$ cat src/rtl/clkrun_gate.sv
module clkrun_gate #(
  parameter int STOP_WAIT = 4,
  parameter int HOLD      = 2
) (
  input  logic clk,
  input  logic rst_n,
  input  logic clkrun_n_i,
  input  logic busy_i,
  input  logic gate_en_i,
  input  logic agp_off_i,
  output logic clkrun_pd_o,
  output logic core_ce_o,
  output logic agp_ce_o
);

  localparam int WW = $clog2(STOP_WAIT + 1);
  localparam int HW = $clog2(HOLD + 1);

  typedef enum logic [1:0] {ST_RUN, ST_REQ, ST_OFF} st_t;

  st_t            st_q, st_d;
  logic [WW-1:0]  wait_q;
  logic [HW-1:0]  hold_q;
  logic           holding;
  logic           kick;
  logic           wait_done;

  assign holding   = (hold_q != '0);
  assign kick      = gate_en_i && busy_i && clkrun_n_i && !holding && (st_q != ST_RUN);
  assign wait_done = (wait_q == WW'(STOP_WAIT - 1));

  always_comb begin
    st_d = st_q;
    case (st_q)
      ST_RUN:  if (clkrun_n_i) st_d = ST_REQ;
      ST_REQ: begin
        if (!clkrun_n_i)                        st_d = ST_RUN;
        else if (!kick && !holding && wait_done) st_d = ST_OFF;
      end
      ST_OFF:  if (!clkrun_n_i) st_d = ST_RUN;
      default: st_d = ST_RUN;
    endcase
  end

  always_ff @(posedge clk or negedge rst_n) begin
    if (!rst_n) begin
      st_q   <= ST_RUN;
      wait_q <= '0;
      hold_q <= '0;
    end else begin
      st_q <= st_d;
      if (st_q == ST_REQ && clkrun_n_i && !kick && !holding)
        wait_q <= wait_q + 1'b1;
      else
        wait_q <= '0;
      if (kick)
        hold_q <= HW'(HOLD);
      else if (holding)
        hold_q <= hold_q - 1'b1;
    end
  end

  assign clkrun_pd_o = holding;
  assign core_ce_o   = !(st_q == ST_OFF && gate_en_i);
  assign agp_ce_o    = core_ce_o && !agp_off_i;

endmodule

$ cat config.mk
export PLATFORM = sky130hd
export DESIGN_NAME = clkrun_gate
export DESIGN_NICKNAME = d
export VERILOG_FILES = /design/src/rtl/clkrun_gate.sv
export SDC_FILE = /design/constraint.sdc
export NUM_CORES = 1
export LEC_CHECK = 0
export BUFFER_PORTS_ARGS = -buffer_cell sky130_fd_sc_hd__buf_4
export CELL_PAD_IN_SITES_DETAIL_PLACEMENT = 2
export CELL_PAD_IN_SITES_GLOBAL_PLACEMENT = 2
export CORE_MARGIN = 8
export CORE_UTILIZATION = 24
export DETAILED_ROUTE_END_ITERATION = 7
export PLACE_DENSITY = 0.65
export SLEW_MARGIN = 0
export SYNTH_ARGS = -nofsm -noshare
export SYNTH_HDL_FRONTEND = slang
export SYNTH_SLANG_ARGS = --single-unit
export TNS_END_PERCENT = 5
$ cat constraint.sdc
create_clock -name clk -period 1.18 [get_ports clk]
set_input_delay 0.177 -clock clk [delete_from_list [all_inputs] [get_ports clk]]
set_output_delay 0.177 -clock clk [all_outputs]
set_load 0.005 [all_outputs]
==> impl_results.md <==
- Pwr/cell area: 1900 nW/um2
- Clock skew: 0.00324 ns
- Layout Cell Area excl Fill: between 500 and 600 um2
- Synth area leaders: dfrtp_1, ha_1, mux2i_1
- Family with the most delay on the worst path: flip-flops
- Area leader, netlist: dfrtp_1
- Crit. End Element: output pin
- Initial DRC Count: 3
- Area of the multi-input gates: around 160 um2
- Worst min path class: primary input to register
- Part of the cycle the worst path needs: 1.06
- Crit-path cells: inv_2 -> ha_4 -> buf_6 -> inv_2 -> buf_6
- Layout cells sized above 1: 0.462
- Setup violators final: 3
- Synth cell types: 14
- Synth Instances: 33
- Headroom to the max-slew limit: 0.816
- Clock sink count: 7
- DR DRC count: 0
- Cells on Worst Hold Path: 3
- Vias in the first global route: 352
- WL/cell: roughly 14 um
- Synthesized area: 332 um2
- Met2 wire length: roughly 550 um
- Biggest cell delay along the critical path: 0.37 ns
- Routed Antenna Nets: 0
- Post-DP HPWL: between 700 and 800 um
- Number of diodes: 0
- Worst path bufs/invs: 4
- DRT Wirelength: between 900 and 1000 um
- Routed wl met3: 57 um
- Number of cell rows: 13
- Die width: ~53 um
- Hold Fails Final Rpt: 0
- Hold Crit Endpoint: st_q[1]
- H-tree Lvls: 1
- Max Used Layer: met4
- Startpoint types: register
- Seq/Total Area, Yosys: 0.528
- Failing checks: negative setup slack
- VDD IR-drop max: around 0.64 mV
- Hold wc startpoint: clkrun_n_i
- CTS tree: yes
- Worst r2r src: hold_q[0]
- Gr ovfl total: 0
- Status: finished, violations left
- Worst-Skew Late Latency: 0.25 ns
- Syn avg cell area: between 10 and 15 um2
- Data arrival, critical path: 1.07 ns
- Largest net degree at the start of global routing: 8
- Num CTS Buffers: 3
- Period minus WS final: 1.25 ns
- Hold slack: approximately 0.19 ns
- CTS max path bufs: 2
- Avg Vias per Cell: approximately 4.4
- Initial Utilization: 0.255
- All-Layer GR Usage: 0.0771
- Clk root buf: clkbuf_4
- Slew @ Worst Pin: about 0.27 ns
- Die ar.: ~2800 um2
- R2R setup slack: roughly 0.01 ns
- R2R depth: 5
- Port bufs: 8
- Layout Cells excl Fill: 67
- Die H: approximately 53 um
- RSZ-0062 raised after global routing: true
- Setup_tns: -0.123 ns
- Syn Nets: 42
- R2R Path End: hold_q[1]
- Synth warnings: 0
- Final GP Congestion: approximately 0.75
- FILL cells: 149
- Static Leak: 0.253 nW
- Global-route wire length before repair: roughly 1500 um
- Post-synth top area share: 0.528
- Slew Limit Fails: 0
- Max_cap viols: 0
- Fin nets: 62
- Io pins: 9
- Worst-path clk slew: roughly 0.050 ns
- Slowest CP cell: dfrtp_1
- Synthesis-to-layout area growth: 58.1%
- Core footprint: roughly 1300 um2
- Critical path class: register to output pin
- Register area: 176 um2
- Crit-path max FO: 4
- Dpl cells: 57
- Seq cells post-synth: 7
- Initial antenna violation count: 0
- Placement-stage cell area: between 400 and 500 um2
- DR pass1 iterations: 2
- Required @ worst endpoint: 1.00 ns
- Via count: about 300
- PnR worst setup slack: -0.0706 ns
- Fmax: approximately 800 MHz
- WL met1: 313 um
-- worst max-delay path by stage --
stage | from | end | slack, ns | cells past startpoint
floorplan | hold_q[0] | wait_q[0] | 0.07 | 5
finish | hold_q[1] | clkrun_pd_o | -0.07 | 5
CTS | hold_q[1] | clkrun_pd_o | -0.08 | 5
global placement | hold_q[0] | wait_q[0] | 0.06 | 5
global route | hold_q[0] | clkrun_pd_o | -0.13 | 5
detailed placement | hold_q[0] | hold_q[1] | -0.09 | 5
-- worst min-delay path, delay by kind of cell --
kind | cells | cell delay (ns)
AND/OR/NAND/NOR | 1 | 0.05
AO/OA/AOI/OAI | 1 | 0.07
buffers and inverters | 1 | 0.10
-- synthesized netlist by cell type, drive strengths merged --
cell type	count
inv	5
o21ai	2
a21oi	1
dfrtp	7
nand3	1
nand2	3
nand4	1
nor2b	2
nand2b	1
nor2	4
ha	3
a211o	1
mux2i	2
-- what timing repair did --
item                                   CTS  global route
hold buffers                             1             0
resized for setup                        9             3
endpoints found under the hold margin    7             0
pin swaps                                3             2
buffers inserted                         3             2
setup endpoints to repair                9             9
-- cells by family (layout without fill, tap and decap cells) --
family	Yosys count	in the layout	synth area share
and+or+nand+nor	12	12	0.170
DFF	7	7	0.528
buffers and inverters	5	24	0.0566
AOI/OAI and AO/OA	4	4	0.0717
adders and majority gates	3	3	0.113
muxes	2	2	0.0604
-- metal layers --
metal / vias up / GRT usage
met5: - / 0
met4: 0 / 0.0252
met3: 2 / 0.0504
met2: 6 / 0.141
met1: 142 / 0.0658
li1: 147 / -
-- report_power, final --
part           switching, mW  total, mW  internal, mW
Clock                 0.0812      0.210         0.129
Sequential            0.0247      0.311         0.286
Combinational          0.192      0.478         0.286
Total                  0.297      0.998         0.701
-- metrics by stage --
| step | setup slack (ns) | total power, mW | util |
|---|---|---|---|
| floorplan | 0.0733 | 0.449 | - |
| global placement | 0.0650 | 0.538 | 0.321 |
| detailed placement | -0.0940 | 0.581 | 0.321 |
| CTS | -0.0810 | 0.963 | 0.387 |
| global route | -0.134 | 1.09 | 0.403 |
| finish | -0.0706 | 0.998 | 0.403 |
-- flip-flops by register name, summed over array words and instances, names as in the netlist --
register,flops
hold_q,2
st_q,2
wait_q,3
-- cell type report --
class / instances / area share
inverters: 5 / 0.0358
multi-input cells: 21 / 0.308
clock buffers: 4 / 0.0501
repair buffers: 15 / 0.234
well taps: 15 / 0.0358
flip-flops and latches: 7 / 0.337
-- cell usage in the layout, fill, tap and decap left out, drive strengths merged --
master	n
buf	14
dfrtp	7
inv	5
nor2	4
clkbuf	4
nand2	3
ha	3
o21ai	2
mux2i	2
nor2b	2
nand2b	1
a211o	1
a21oi	1
nand3	1
nand4	1
dlygate4sd3	1
No activity file was read; power rests on OpenSTA's default activity.
